### src/rtl/rx_status_fifo.sv
module rx_status_fifo #(
  parameter int DEPTH = 4,
  parameter int DW = 8
) (
  input  logic          clk,
  input  logic          rst_n,
  input  logic          io_stop,
  input  logic          rx_valid,
  input  logic [DW-1:0] rx_char,
  input  logic          rx_par_bit,
  input  logic          rx_frame_err,
  input  logic          par_enable,
  input  logic          par_odd,
  input  logic          cd_n,
  input  logic          cd_auto,
  input  logic          tx_empty,
  input  logic          ctrl_we,
  input  logic [7:0]    ctrl_wdata,
  input  logic          err_clr,
  input  logic          data_rd,
  output logic [7:0]    status,
  output logic [DW-1:0] rx_data
);

  localparam int AW = (DEPTH > 1) ? $clog2(DEPTH) : 1;
  localparam int CW = $clog2(DEPTH + 1);
  localparam logic [AW-1:0] LAST_IDX = AW'(DEPTH - 1);
  localparam logic [CW-1:0] FULL_CNT = CW'(DEPTH);

  logic [DW-1:0]    mem_d [DEPTH];
  logic [DEPTH-1:0] tag_pe, tag_fe, tag_ov;
  logic [AW-1:0]    rp, wp, wp_last;
  logic [CW-1:0]    cnt;
  logic             ovr_f, pe_f, fe_f, ovr_pend, re_q, tie_q;

  logic flush, empty, full, pop, blocked, take, push, overrun, par_bad, latch;

  assign flush   = io_stop | (cd_auto & cd_n);
  assign empty   = (cnt == '0);
  assign full    = (cnt == FULL_CNT);
  assign pop     = data_rd & ~empty;
  assign blocked = ovr_pend | ovr_f;
  assign take    = rx_valid & re_q & ~blocked;
  assign push    = take & (~full | pop);
  assign overrun = take & full & ~pop;
  assign par_bad = par_enable & ((^rx_char ^ rx_par_bit) != par_odd);
  assign latch   = ~empty & ~err_clr;
  assign wp_last = (wp == '0) ? LAST_IDX : wp - 1'b1;

  function automatic logic [AW-1:0] bump(input logic [AW-1:0] p);
    return (p == LAST_IDX) ? '0 : p + 1'b1;
  endfunction

  always_ff @(posedge clk) begin
    if (push) mem_d[wp] <= rx_char;
  end

  always_ff @(posedge clk or negedge rst_n) begin
    if (!rst_n) begin
      rp  <= '0;
      wp  <= '0;
      cnt <= '0;
    end else if (flush) begin
      rp  <= '0;
      wp  <= '0;
      cnt <= '0;
    end else begin
      if (push) wp <= bump(wp);
      if (pop)  rp <= bump(rp);
      cnt <= cnt + CW'(push) - CW'(pop);
    end
  end

  always_ff @(posedge clk or negedge rst_n) begin
    if (!rst_n) begin
      tag_pe <= '0;
      tag_fe <= '0;
      tag_ov <= '0;
    end else if (flush) begin
      tag_pe <= '0;
      tag_fe <= '0;
      tag_ov <= '0;
    end else begin
      if (latch) begin
        tag_pe[rp] <= 1'b0;
        tag_fe[rp] <= 1'b0;
        tag_ov[rp] <= 1'b0;
      end
      if (push) begin
        tag_pe[wp] <= par_bad;
        tag_fe[wp] <= rx_frame_err;
        tag_ov[wp] <= 1'b0;
      end
      if (overrun) tag_ov[wp_last] <= 1'b1;
    end
  end

  always_ff @(posedge clk or negedge rst_n) begin
    if (!rst_n) begin
      ovr_f    <= 1'b0;
      pe_f     <= 1'b0;
      fe_f     <= 1'b0;
      ovr_pend <= 1'b0;
    end else if (flush) begin
      ovr_f    <= 1'b0;
      pe_f     <= 1'b0;
      fe_f     <= 1'b0;
      ovr_pend <= 1'b0;
    end else begin
      if (err_clr) begin
        ovr_f <= 1'b0;
        pe_f  <= 1'b0;
        fe_f  <= 1'b0;
      end else if (latch) begin
        pe_f <= pe_f | tag_pe[rp];
        fe_f <= fe_f | tag_fe[rp];
        if (tag_ov[rp]) ovr_f <= 1'b1;
      end
      if (overrun) ovr_pend <= 1'b1;
      else if (latch && tag_ov[rp]) ovr_pend <= 1'b0;
    end
  end

  always_ff @(posedge clk or negedge rst_n) begin
    if (!rst_n) begin
      re_q  <= 1'b0;
      tie_q <= 1'b0;
    end else if (ctrl_we) begin
      re_q  <= ctrl_wdata[3];
      tie_q <= ctrl_wdata[0];
    end
  end

  assign status  = {~empty, ovr_f, pe_f, fe_f, re_q, cd_n, tx_empty, tie_q};
  assign rx_data = mem_d[rp];

  p_cnt_bound_r2: assert property (@(posedge clk) disable iff (!rst_n)
    cnt <= FULL_CNT);

  p_blocked_no_load_r6: assert property (@(posedge clk) disable iff (!rst_n)
    (blocked && rx_valid) |=> (cnt <= $past(cnt)));

  p_full_swap_r12: assert property (@(posedge clk) disable iff (!rst_n)
    (full && rx_valid && re_q && !blocked && data_rd && !flush)
      |=> (cnt == FULL_CNT && !ovr_pend));

  p_flush_clears_r10: assert property (@(posedge clk) disable iff (!rst_n)
    flush |=> (empty && !ovr_f && !pe_f && !fe_f));

  p_err_clr_r9: assert property (@(posedge clk) disable iff (!rst_n)
    err_clr |=> (!ovr_f && !pe_f && !fe_f));

endmodule

### config.mk
export PLATFORM = sky130hd
export DESIGN_NAME = rx_status_fifo
export DESIGN_NICKNAME = d
export VERILOG_FILES = /design/src/rtl/rx_status_fifo.sv
export SDC_FILE = /design/constraint.sdc
export NUM_CORES = 1
export LEC_CHECK = 0
export ABC_AREA = 1
export BUFFER_PORTS_ARGS = -buffer_cell sky130_fd_sc_hd__buf_4
export CORE_MARGIN = 10
export CORE_UTILIZATION = 40
export CTS_CLUSTER_DIAMETER = 40
export CTS_CLUSTER_SIZE = 30
export DETAILED_ROUTE_END_ITERATION = 10
export PLACE_DENSITY = 0.61
export SLEW_MARGIN = 10
export SYNTH_ARGS = -nofsm -noshare
export SYNTH_HDL_FRONTEND = slang
export SYNTH_SLANG_ARGS = --single-unit
### constraint.sdc
create_clock -name clk -period 2.6 [get_ports clk]
set_clock_uncertainty 0.15 [all_clocks]
set_input_delay 0.26 -clock clk [delete_from_list [all_inputs] [get_ports clk]]
set_output_delay 0.26 -clock clk [all_outputs]
set_load 0.01 [all_outputs]
-- Word level (Yosys, flattened, before mapping)
Memories as Yosys holds them, arrays and structs flattened.
Cells that the tools add are included.
- div/mod/pow operators: 0
- $add $sub $neg: 5
- reduce and logical (&&, ||, !) cells: 13
- multipliers: 0
- bitwise gates (word level): 27
- muxes and demuxes: 51
- $lt $le $gt $ge: 6
- shift-type cells: 0
- eq/ne operators: 4
- operators by type and width (cell ; number):
    2-to-1 mux 4 bit ; 14
    2-to-1 mux 1 bit ; 21
    bitwise AND 4 bit ; 4
    2-to-1 mux 2 bit ; 7
    bitwise AND 1 bit ; 9
    < comparator 2 x 3 -> 1 bit, second input constant ; 3
    nonzero test 3 bit ; 3
    bitwise mux 4 bit ; 2
    NOT 4 bit ; 2
    parity 8 bit ; 1
    binary-select mux 1 bit (select 2 bit) ; 3
    demux 1 bit (select 2 bit) ; 3
    >= comparator 2 x 1 -> 1 bit, second input constant ; 3
    NOT 1 bit ; 5
    OR 1 bit ; 5
    adder 2 x 1 -> 2 bit, second input constant ; 2
    == test 2 bit, second input constant ; 2
    logical AND 1 bit ; 4
    OR 4 bit ; 1
    nonzero test 2 bit ; 2
    adder 3 x 1 -> 3 bit ; 1
    == test 3 bit, second input constant ; 1
    zero test 3 bit ; 1
    2-to-1 mux 3 bit ; 1
    6 further kinds ; 6
- input bits: 30
- memories kept: 1
- bits in latches: 0
- register bits after elaboration: 25
- output and inout bits: 16
- memory bits (read-only): 0
- logic and storage cells: 119
- memory bits (writable): 32
- memories (memory ; words ; width ; rd ports ; clocked after Yosys merged registers in ; write ports ; line ; RTL):
    mem_d ; 4 ; 8 ; 1 ; 0 ; 1 ; 30 ; logic [DW-1:0] mem_d [DEPTH];

-- Depth between registers and ports, before layout
Gate-level depths: netlist of the first run.
- word-level depth: 14
- gate-level depth with buffers: 10
- gate-level depth less buffers: 10

-- Least setup slack after synthesis of the first run
No wires, ideal clock.
- path type: reg-to-reg
- start: register cnt[1]
- end: register cnt[2]
- arrival: 1689 ps
- setup time: 124 ps
- path buffers: 0
- period minus slack after synthesis: 1963 ps
- slack: 637 ps
- cell stages (with the launch flop): 10
- data required time: 2326 ps
- path through: dfrtp_1 > nor2_2 > nand2_1 > nand2_1 > xor2_1 > ha_1 > inv_1 > fa_1 > o21ai_0 > a21oi_1
- word-level cells in the longest chain between the ends: 8
- elaborated cells between the ends (all ways): 10
- those cells by class: add/sub (2); eq/ne (1); mux (1); bitwise (5); reduce/logical (1)
- RTL lines (what ; line ; RTL):
    start: declaration ; 33 ; logic [CW-1:0] cnt;
    start signal: assignment ; 70 ; cnt <= cnt + CW'(push) - CW'(pop);
    zero test 3 bit * ; 39 ; assign empty = (cnt == '0);
    NOT 1 bit * ; -- ;
    net status[7] ; 21 ; output logic [7:0] status,
    bitwise AND 1 bit * ; 41 ; assign pop = data_rd & ~empty;
    OR 1 bit ; 44 ; assign push = take & (~full | pop);
    bitwise AND 1 bit ; 44 ;
    adder 3 x 1 -> 3 bit ; 70 ;
    subtractor 3 x 1 -> 3 bit * ; 70 ;
    2-to-1 mux 3 bit * ; 63 ; end else if (flush) begin
The timed path passes the listed nets; every way through them passes the cells marked *.
A chain may end at the register's enable or synchronous reset.

-- Final worst setup path of the first run
- start: register rp[0]
- end: output port rx_data[7]
- word-level cells in the longest chain between the ends: 1
- RTL lines (what ; line ; RTL):
    start: declaration ; 32 ; logic [AW-1:0] rp, wp, wp_last;
    start signal: assignment ; 69 ; if (pop) rp <= bump(rp);
    memory (4 x 8 bit) ; -- ;
    end: declaration ; 22 ; output logic [DW-1:0] rx_data
Every way passes these cells.

==> results.txt, run 1 <==
----------------------------------------------------
[Outcome]
  Outcome ... finished clean

[Route]
  Routed via count divided by cell count ... 4.796
  Avg WL per Cell ... 14.16 um
  First-iteration detailed-routing DRC count ... a little under 100
  Detail Route Antenna Nets ... 0
  Number of vias in the routed layout ... 2096
  First-pass DRT Iterations ... 4
  Highest routed metal layer ... met4
  Total routed wirelength ... 6189 um
  Met2 routed WL ... ~3100 um
  Total length of routed met3 wires ... 198 um
  Number of remaining DRC errors ... 0
  Met1 Wirelength ... 2746 um

[Timing]
  Total setup violations reported at the end of the flow ... 0
  Final sum of negative setup slack ... 0 ns
  Final hold violation count ... 0
  Unrepaired setup endpoints after global routing ... false
  Setup slack of the critical path after layout ... 0.4543 ns
  Period utilization ... 0.8253
  Final-layout worst hold slack ... roughly 0.0082 ns
  Highest clock rate ... 466.0 MHz
  Final count of pins violating max slew ... 0
  Min Tclk post-route ... 2.146 ns
  Transition time at the pin with the least slew margin ... 0.5023 ns
  Slew HR ... 0.6648

[Worst setup path]
  End point of the critical path ... rx_data[7]
  Launching element of the worst setup path ... rp[0]
  Arrival time at the worst endpoint ... 1.74 ns
  Worst Setup Start Kind ... flip-flop
  Data required time at the worst endpoint ... 2.19 ns
  Category of the most critical setup path ... reg -> out
  Register-to-Register Setup Slack ... 0.52 ns
  R2r worst-path depth ... 9
  Kind of end point of the critical path ... output pin
  FF-to-FF End ... cnt[2]
  Crit-path max FO ... 13
  Launch instance of the worst register-to-register path ... cnt[1]

[Clock tree]
  Worst-skew pair later-pin latency ... ~0.33 ns
  Number of clock sinks ... 57
  Max H-tree Level ... 3
  Number of hold buffers added after CTS ... 6
  Maximum count of clock buffers along a single path ... 2
  TritonCTS clock tree ... done
  CTS Buf Count ... 9
  Post-cts repair resize count ... 0
  Post-CTS setup-driven buffer insertion count ... 0
  Clock root cell ... sky130_fd_sc_hd__clkbuf_8
  Clock transition at the register clock pins on the worst setup and hold paths after CTS ... 0.07 ns

[Power and ir drop]
  Power dissipated by switching net loads ... 0.0008204 W
  Pwr per Cell Area ... 741.2 nW/um^2
  Switching part of the total power ... 0.3231
  Leakage component of the power ... 1.473 nW
  Internal power contribution ... about 0.0017 W
  Power share of the combinational group ... 0.259
  Worst VDD drop ... 0.0003069 V
  Sequential group share of total power ... 0.414
  Clock power frac ... 0.327

[Global route]
  GRT Residual Overflow ... 0
  First-pass GRT wire length ... 10440 um
  Pin count of the biggest net entering global routing ... 27
  Initial antenna violation count ... 0
  Vias in the first global route ... 2110
  Overall global routing resource usage ... 0.1192

[Final layout]
  Non-Filler Instances ... 437
  Layout cell share with drive strength beyond 1 ... 0.2082
  Net count reported at finish ... 376
  Antenna cells ... 0
  Synthesis-to-finish area growth ... 21.85%
  Fill cells ... 631
  Final standard cell utilization of the core ... 0.5042
  Most used cells in the layout excluding fill and tap cells ... sky130_fd_sc_hd__nand2_1, sky130_fd_sc_hd__buf_4, sky130_fd_sc_hd__edfxtp_1, sky130_fd_sc_hd__inv_1, sky130_fd_sc_hd__nor2_1
  Most common library cell in the layout ignoring fill and taps ... sky130_fd_sc_hd__nand2_1

[Die]
  Chip Height ... 103.8 um
  Number of ports placed on the die boundary ... 46
  Floorplan core area ... slightly below 7000 sq um
  Die area ... approximately 11000 sq um
  Std-Cell Rows ... 30
  Chip width ... 103.8 um
  Starting Density ... 0.4138

[Flow run]
  Number of max-cap violations ... 0

[Placed design]
  Instance count after placement with tap cells included ... 413
  HPWL reported at the end of detailed placement ... 4328 um
  Global placer's final weighted congestion ... 0.8054
  Port Buffer Count ... 37
  Post-Place Worst Slack ... 0.5359 ns

[Hold path]
  Type of the most critical hold path ... in -> reg

[Synth]
  Proportion of synthesized chip area in sequential cells ... 0.5643
  Yosys warns ... 0
  Synth area leaders ... sky130_fd_sc_hd__edfxtp_1, sky130_fd_sc_hd__dfrtp_1, sky130_fd_sc_hd__nand2_1
  Dominant cell type by area after synthesis ... sky130_fd_sc_hd__edfxtp_1
  Post-Syn Area per Cell ... a little under 10 sq um
  Netlist area before placement ... 2811 sq um
  Portion of synthesized cell area occupied by the leading cell type ... 0.3418
  Register bit total from synthesis ... 57
  Post-synthesis net count ... 331
  Cell count after synthesis ... 291
  Count of cell types in the netlist ... 26

----------------------------------------------------
Yosys cell counts:
cell                       instances
sky130_fd_sc_hd__a21oi_1          18
sky130_fd_sc_hd__a31oi_1           1
sky130_fd_sc_hd__buf_2             3
sky130_fd_sc_hd__buf_4             7
sky130_fd_sc_hd__clkbuf_1          4
sky130_fd_sc_hd__clkbuf_8          1
sky130_fd_sc_hd__dfrtp_1          25
sky130_fd_sc_hd__edfxtp_1         32
sky130_fd_sc_hd__fa_1              1
sky130_fd_sc_hd__ha_1              9
sky130_fd_sc_hd__inv_1            31
sky130_fd_sc_hd__inv_2             4
sky130_fd_sc_hd__mux2_2            2
sky130_fd_sc_hd__nand2_1          51
sky130_fd_sc_hd__nand2_4           1
sky130_fd_sc_hd__nand3_1          21
sky130_fd_sc_hd__nand3b_1          1
sky130_fd_sc_hd__nand4_1           1
sky130_fd_sc_hd__nor2_1           29
sky130_fd_sc_hd__nor2_2            2
sky130_fd_sc_hd__nor2_4            4
sky130_fd_sc_hd__nor3_4            1
sky130_fd_sc_hd__o21ai_0          27
sky130_fd_sc_hd__o22ai_1          10
sky130_fd_sc_hd__xnor2_1           2
sky130_fd_sc_hd__xor2_1            3
power groups by stage:
stage               Clock [W]  Sequential (W)  Combinational [W]
detailed placement          0         0.00107           0.000658
global route         0.000890         0.00106           0.000757
global placement            0         0.00107           0.000652
floorplan                   0         0.00107           0.000415
finish               0.000830         0.00105           0.000658
CTS                  0.000841         0.00105           0.000667
area by class of cell:
class	instances	area, sq um	share of cell area
Sequential cell	57	1587	0.4631
Timing Repair Buffer	49	387.9	0.1132
Inverter	35	131.4	0.03835
Clock buffer	9	123.9	0.03616
Tap cell	96	120.1	0.03506
Clock inverter	7	78.83	0.02301
Multi-Input combinational cell	184	997.2	0.2911
per-stage QoR:
stage               power, W  area, sq um
floorplan           0.001483         2811
detailed placement  0.001728         3143
global placement    0.001720         3143
finish              0.002539         3426
CTS                 0.002560         3406
global route        0.002707         3426
state kept, by name, summed over array words and instances (netlist names):
register / cells
tie_q: 1
tag_ov: 4
cnt: 3
rp: 2
tag_fe: 4
re_q: 1
pe_f: 1
tag_pe: 4
mem_d: 32
wp: 2
ovr_pend: 1
ovr_f: 1
fe_f: 1
critical path, cell delays in order (launching register included):
cell and delay, ns:
sky130_fd_sc_hd__dfrtp_1 0.38, sky130_fd_sc_hd__inv_1 0.34, sky130_fd_sc_hd__buf_4 0.27, sky130_fd_sc_hd__o21ai_0 0.09, sky130_fd_sc_hd__o22ai_1 0.16, sky130_fd_sc_hd__buf_4 0.15
per-layer routing:
layer | vias to the layer above | GRT usage
li1 | 1048 | -
met1 | 996 | 0.1440
met2 | 44 | 0.1964
met3 | 8 | 0.02478
met4 | 0 | 0.05964
met5 | - | 0
how the worst min path moves through the flow:
| stage | from | endpoint | slack [ns] | depth (start not counted) |
|---|---|---|---|---|
| 3_5_place_dp | rst_n | tie_q | 0.04 | 1 |
| 3_3_place_gp | rst_n | tie_q | 0.04 | 1 |
| 6_report | rx_char[3] | mem_d[0][3] | 0.008 | 1 |
| 4_1_cts | rx_char[3] | mem_d[0][3] | 0.001 | 1 |
| 2_1_floorplan | rst_n | cnt[0] | -0.19 | 0 |
| 5_1_grt | ctrl_wdata[3] | re_q | 0.001 | 2 |
cells by family after synthesis:
family | after synthesis | share of synthesized area
AND/OR/NAND/NOR | 111 | 0.1793
flip-flops | 57 | 0.5643
AO/OA/AOI/OAI | 56 | 0.1046
buffers and inverters | 50 | 0.08099
adder cells (fa/ha/maj) | 10 | 0.04718
XOR/XNOR | 5 | 0.01558
multiplexers | 2 | 0.008010
No activity file was read; power rests on OpenSTA's default activity.
==> run 2: changes to the inputs <==
Clock period 2.6 ns to 2.2 ns, I/O delays scaled along.
==> results.txt, run 2 (synthesis gave the netlist of run 1 again) <==
----------------------------------------------------
[Power and ir drop]
  Overall power of the completed layout ... 0.003052 W (+20%)
  Switching part of the total power ... 0.3144 (-0.008685)
  Clock power frac ... 0.318 (-0.009)
  Worst VDD drop ... 0.0003651 V (+19%)
  Power dissipated by switching net loads ... 0.0009598 W (+17%)
  Leakage component of the power ... 1.521 nW (+3.3%)
  Pwr per Cell Area ... 866.9 nW/um^2 (+17%)
  Sequential group share of total power ... 0.408 (-0.006)
  Power share of the combinational group ... 0.274 (+0.015)
  Internal power contribution ... 0.002093 W (+22%)

[Final layout]
  Antenna cells ... 0 (unchanged)
  Combined area of the multi-input logic cells ... 999.7 sq um (+0.25%)
  Max FFs per register ... 32 (unchanged)
  Register with the most flip-flops ... mem_d
  Sequential cell area ... 1588 sq um (about the same)
  Synthesis-to-finish area growth ... 25.23%
  Most common library cell in the layout ignoring fill and taps ... sky130_fd_sc_hd__nand2_1
  Fill cells ... 629 (-0.32%)
  Most used cells in the layout excluding fill and tap cells ... sky130_fd_sc_hd__nand2_1, sky130_fd_sc_hd__buf_4, sky130_fd_sc_hd__edfxtp_1, sky130_fd_sc_hd__inv_1, sky130_fd_sc_hd__nor2_1
  Layout cell share with drive strength beyond 1 ... 0.2188 (+0.01054)
  Net count reported at finish ... 387 (+2.9%)
  Non-Filler Instances ... 448 (+2.5%)

[Clock tree]
  Clock transition at the register clock pins on the worst setup and hold paths after CTS ... 0.06 ns (about the same)
  TritonCTS clock tree ... done
  CTS Buf Count ... 9 (unchanged)
  Worst-skew pair later-pin latency ... 0.34 ns (about the same)
  Number of clock sinks ... 57 (unchanged)
  Maximum count of clock buffers along a single path ... 2 (unchanged)
  Max H-tree Level ... 3 (unchanged)
  Clock root cell ... sky130_fd_sc_hd__clkbuf_8

[Worst setup path]
  Category of the most critical setup path ... reg -> reg
  Worst Setup Start Kind ... flip-flop
  CP Cell Sequence ... nor2_2 > nand2_2 > nand2_1 > xor2_1 > ha_1 > inv_1 > fa_1 > o21ai_1 > a21oi_1
  Buf+Inv Stages, Crit Path ... 1 (-2)
  Slowest cell on the critical path ... sky130_fd_sc_hd__dfrtp_2
  Delay of the slowest cell on the worst path ... 0.44 ns (+0.06 ns)
  Crit-path max FO ... 3 (-10)
  Data required time at the worst endpoint ... 2.27 ns (+0.08 ns)
  Kind of end point of the critical path ... flip-flop
  Arrival time at the worst endpoint ... 2.04 ns (+0.30 ns)
  Delay-heaviest family, CP ... adder cells

[Timing]
  Final-layout worst hold slack ... 0.04067 ns (+0.03243 ns)
  Setup slack of the critical path after layout ... 0.2268 ns (-0.2274 ns)
  Highest clock rate ... just over 500 MHz
  Total setup violations reported at the end of the flow ... 0 (unchanged)
  Final sum of negative setup slack ... 0 ns (unchanged)
  Final count of pins violating max slew ... 0 (unchanged)
  Unrepaired setup endpoints after global routing ... false
  Transition time at the pin with the least slew margin ... 0.4071 ns (-0.09519 ns)
  Period utilization ... 0.8969
  Final hold violation count ... 0 (unchanged)
  Min Tclk post-route ... 1.973 ns
  Slew HR ... 0.7280 (+0.06319)

[Die]
  Number of ports placed on the die boundary ... 46 (unchanged)
  Die area ... 10780 sq um (unchanged)
  Starting Density ... 0.4138 (unchanged)
  Std-Cell Rows ... 30 (unchanged)
  Floorplan core area ... 6794 sq um (unchanged)
  Chip Height ... 103.8 um (unchanged)
  Chip width ... 103.8 um (unchanged)

[Global route]
  GRT Residual Overflow ... 0 (unchanged)
  First-pass GRT wire length ... 10650 um (+2.0%)
  Overall global routing resource usage ... 0.1228 (+0.003654)
  Pin count of the biggest net entering global routing ... 27 (unchanged)
  Initial antenna violation count ... 0 (unchanged)
  Vias in the first global route ... 2160 (+2.4%)

[Route]
  Total routed wirelength ... 6403 um (+3.5%)
  First-iteration detailed-routing DRC count ... 113 (+14%)
  Number of vias in the routed layout ... 2166 (+3.3%)
  Number of remaining DRC errors ... 0 (unchanged)
  Avg WL per Cell ... 14.29 um (+0.92%)
  Routed via count divided by cell count ... 4.835 (+0.80%)
  First-pass DRT Iterations ... 5 (+1)
  Detail Route Antenna Nets ... 0 (unchanged)

[Flow run]
  Number of max-cap violations ... 0 (unchanged)

[Placed design]
  Port Buffer Count ... 37 (unchanged)
  HPWL reported at the end of detailed placement ... 4482 um (+3.6%)
  Instance count after placement with tap cells included ... 418 (+1.2%)
  Global placer's final weighted congestion ... 0.8236 (+2.3%)
  Post-Place Worst Slack ... 0.1719 ns (-0.3640 ns)

[Hold path]
  Type of the most critical hold path ... in -> reg

[Outcome]
  Outcome ... finished clean

----------------------------------------------------
-- run 2: cell count changes in the layout (fill, tap and decap cells not counted), moves of 2 or more --
cell,before,now
sky130_fd_sc_hd__clkinv_4,2,0
sky130_fd_sc_hd__buf_4,41,46
sky130_fd_sc_hd__clkinv_2,0,2
sky130_fd_sc_hd__dlygate4sd3_1,8,14
-- run 2: worst paths after layout --
check                      slack (ns)         to       start  depth (start not counted)
max                              0.23     cnt[2]      cnt[1]                          9
min                              0.04  tag_pe[3]  par_enable                          3
max reg2reg                      0.23     cnt[2]      cnt[1]                          9
min reg2reg                      0.35       fe_f        fe_f                          2
max in group asynchronous        1.44     cnt[1]       rst_n                          2
min in group asynchronous        0.18  tag_fe[2]       rst_n                          2
-- run 2: timing repair --
item,4_1_cts,5_1_grt
setup buffers,0,0
hold buffers,14,0
endpoints found under the setup margin,0,1
resized for setup,0,3
endpoints found under the hold margin,60,0
-- run 2: layout make-up --
class	count	area share
well taps	96	0.03412
repair buffers	60	0.1379
inverters	35	0.03731
multi-input cells	184	0.2839
clock buffers	11	0.04016
flip-flops and latches	57	0.4510
clock inverters	5	0.01564
-- run 2: power groups by stage --
stage	logic (W)	clock network [W]	registers, W
final	0.000838	0.000969	0.00125
after global routing	0.000947	0.00105	0.00125
after CTS	0.000842	0.000989	0.00125
after detailed placement	0.000815	0	0.00127
after global placement	0.000801	0	0.00126
after floorplan	0.000490	0	0.00126
-- run 2: worst reg2reg max path: cells and delay by family, from the launching register on --
family,cells,cell delay [ns]
DFF,1,0.44
and+or+nand+nor,3,0.32
adders and majority gates,2,0.54
xor gates and xnor gates,1,0.16
AOI/OAI and AO/OA,2,0.20
buffers and inverters,1,0.05
-- run 2: metrics by stage --
| stage | area [sq um] | util |
|---|---|---|
| 4_1_cts | 3517 | 0.5177 |
| 6_report | 3521 | 0.5182 |
| 3_3_place_gp | 3181 | 0.4681 |
| 3_5_place_dp | 3181 | 0.4681 |
| 5_1_grt | 3521 | 0.5182 |
| 2_1_floorplan | 2811 | - |
-- run 2: layer usage --
layer	part of all wire	wire, um	vias up	track usage
met5	0	0	-	0
met4	0.024	154	0	0.08052
met3	0.036	231	11	0.01983
met2	0.50	3201	50	0.1959
met1	0.44	2815	1029	0.1501
li1	-	-	1076	-
==> run 3: changes to the inputs <==
Clock period 2.2 ns to 2.1 ns, I/O delays scaled along.
==> results.txt, run 3 (synthesis gave the netlist of run 1 again) <==
----------------------------------------------------
[Clock tree]
  Maximum count of clock buffers along a single path ... 2 (unchanged)
  Number of clock sinks ... 57 (unchanged)
  Max H-tree Level ... 3 (unchanged)
  CTS Buf Count ... 9 (unchanged)
  TritonCTS clock tree ... done
  Clock transition at the register clock pins on the worst setup and hold paths after CTS ... 0.07 ns (about the same)
  Post-CTS setup-driven buffer insertion count ... 0 (unchanged)
  Clock root cell ... sky130_fd_sc_hd__clkbuf_8
  Worst-skew pair later-pin latency ... 0.33 ns (about the same)

[Route]
  Total routed wirelength ... 6331 um (-1.1%)
  Number of remaining DRC errors ... 0 (unchanged)
  Avg WL per Cell ... 14.20 um (-0.68%)
  First-iteration detailed-routing DRC count ... 49 (-57%)
  Routed via count divided by cell count ... 4.769 (-1.4%)
  Number of vias in the routed layout ... 2127 (-1.8%)
  Detail Route Antenna Nets ... 0 (unchanged)
  First-pass DRT Iterations ... 4 (-1)

[Final layout]
  Layout cell share with drive strength beyond 1 ... 0.2086 (-0.01018)
  Antenna cells ... 0 (unchanged)
  Fill cells ... 621 (-1.3%)
  Max FFs per register ... 32 (unchanged)
  Sequential cell area ... 1588 sq um (unchanged)
  Combined area of the multi-input logic cells ... 1007 sq um (+0.75%)
  Most common library cell in the layout ignoring fill and taps ... sky130_fd_sc_hd__nand2_1
  Most used cells in the layout excluding fill and tap cells ... sky130_fd_sc_hd__nand2_1, sky130_fd_sc_hd__buf_4, sky130_fd_sc_hd__edfxtp_1, sky130_fd_sc_hd__inv_1, sky130_fd_sc_hd__nor2_1
  Net count reported at finish ... 385 (-0.52%)
  Register with the most flip-flops ... mem_d
  Synthesis-to-finish area growth ... 23.63%

[Global route]
  Overall global routing resource usage ... 0.1240 (+0.001199)
  GRT Residual Overflow ... 0 (unchanged)
  First-pass GRT wire length ... 10740 um (+0.85%)
  Vias in the first global route ... 2195 (+1.6%)
  Pin count of the biggest net entering global routing ... 27 (unchanged)
  Initial antenna violation count ... 0 (unchanged)

[Timing]
  Min Tclk post-route ... 1.948 ns
  Transition time at the pin with the least slew margin ... 0.4343 ns (+0.02722 ns)
  Unrepaired setup endpoints after global routing ... false
  Slew HR ... 0.7101 (-0.01782)
  Period utilization ... 0.9277
  Final count of pins violating max slew ... 0 (unchanged)
  Highest clock rate ... 513.3 MHz
  Final sum of negative setup slack ... 0 ns (unchanged)
  Total setup violations reported at the end of the flow ... 0 (unchanged)
  Final hold violation count ... 0 (unchanged)

[Worst setup path]
  Data required time at the worst endpoint ... 1.74 ns (-0.53 ns)
  Crit-path max FO ... 10 (+7)
  Worst Setup Start Kind ... flip-flop
  Arrival time at the worst endpoint ... 1.59 ns (-0.45 ns)
  R2r worst-path depth ... 9 (unchanged)
  Kind of end point of the critical path ... output pin
  Category of the most critical setup path ... reg -> out

[Die]
  Chip width ... 103.8 um (unchanged)
  Chip Height ... 103.8 um (unchanged)
  Starting Density ... 0.4138 (unchanged)
  Number of ports placed on the die boundary ... 46 (unchanged)
  Floorplan core area ... 6794 sq um (unchanged)
  Std-Cell Rows ... 30 (unchanged)
  Die area ... 10780 sq um (unchanged)

[Placed design]
  HPWL reported at the end of detailed placement ... 4292 um (-4.2%)
  Global placer's final weighted congestion ... 0.8169 (-0.81%)
  Port Buffer Count ... 37 (unchanged)

[Hold path]
  Hold depth ... 4 (+1)
  Type of the most critical hold path ... in -> reg

[Power and ir drop]
  Pwr per Cell Area ... 870.4 nW/um^2 (+0.40%)
  Leakage component of the power ... 1.495 nW (-1.7%)
  Overall power of the completed layout ... 0.003025 W (-0.88%)
  Worst VDD drop ... 0.0003267 V (-11%)

[Flow run]
  Number of max-cap violations ... 0 (unchanged)

[Outcome]
  Outcome ... finished clean

----------------------------------------------------
## run 3: metal layers
layer / share of wire / track usage / vias to the layer above
li1: - / - / 1072
met1: 0.46 / 0.1480 / 995
met2: 0.48 / 0.1964 / 43
met3: 0.030 / 0.02602 / 17
met4: 0.032 / 0.08449 / 0
met5: 0 / 0 / -
## run 3: critical path, stage by stage, from the launching register on
cell and delay, ns:
sky130_fd_sc_hd__dfrtp_1 0.38, sky130_fd_sc_hd__inv_1 0.26, sky130_fd_sc_hd__buf_4 0.21, sky130_fd_sc_hd__o21ai_0 0.07
sky130_fd_sc_hd__o22ai_1 0.18, sky130_fd_sc_hd__buf_4 0.16
## run 3: timing repair
item                                    4_1_cts  5_1_grt
hold endpoints to repair                     62        0
hold buffers                                 14        0
gates resized for setup                       0        6
endpoints found under the setup margin        0        6
## run 3: layout make-up
| class | count | area share |
|---|---|---|
| multi-input cells | 184 | 0.2898 |
| clock buffers | 12 | 0.03888 |
| inverters | 35 | 0.03888 |
| flip-flops and latches | 57 | 0.4568 |
| repair buffers | 58 | 0.1353 |
| clock inverters | 4 | 0.005760 |
| well taps | 96 | 0.03456 |
## run 3: path summary, 6_finish.rpt
| path | endpoint | slack [ns] | start |
|---|---|---|---|
| min in group asynchronous | tag_fe[2] | 0.18 | rst_n |
| worst max register to register | cnt[2] | 0.17 | cnt[1] |
| worst min-delay path | ovr_f | 0.05 | err_clr |
| worst min register to register | pe_f | 0.36 | pe_f |
| max in group asynchronous | cnt[1] | 1.35 | rst_n |
| worst max-delay path | rx_data[1] | 0.15 | rp[0] |
## run 3: power by group
part           internal (W)  switching, W  total (W)
logic              0.000360      0.000526   0.000885
registers           0.00126     0.0000469    0.00131
clock network      0.000419      0.000413   0.000832
## run 3: through the flow
step	area (sq um)	utilization	std cells	setup slack [ns]	hold slack, ns
after floorplan	2811	-	291	0.1371	-0.2356
after global placement	3166	0.4659	416	0.1376	-0.01437
after detailed placement	3166	0.4659	416	0.09654	-0.01162
after CTS	3461	0.5094	446	0.07805	0.03473
after global routing	3476	0.5116	446	0.002466	0.03653
final	3476	0.5116	446	0.1517	0.05267
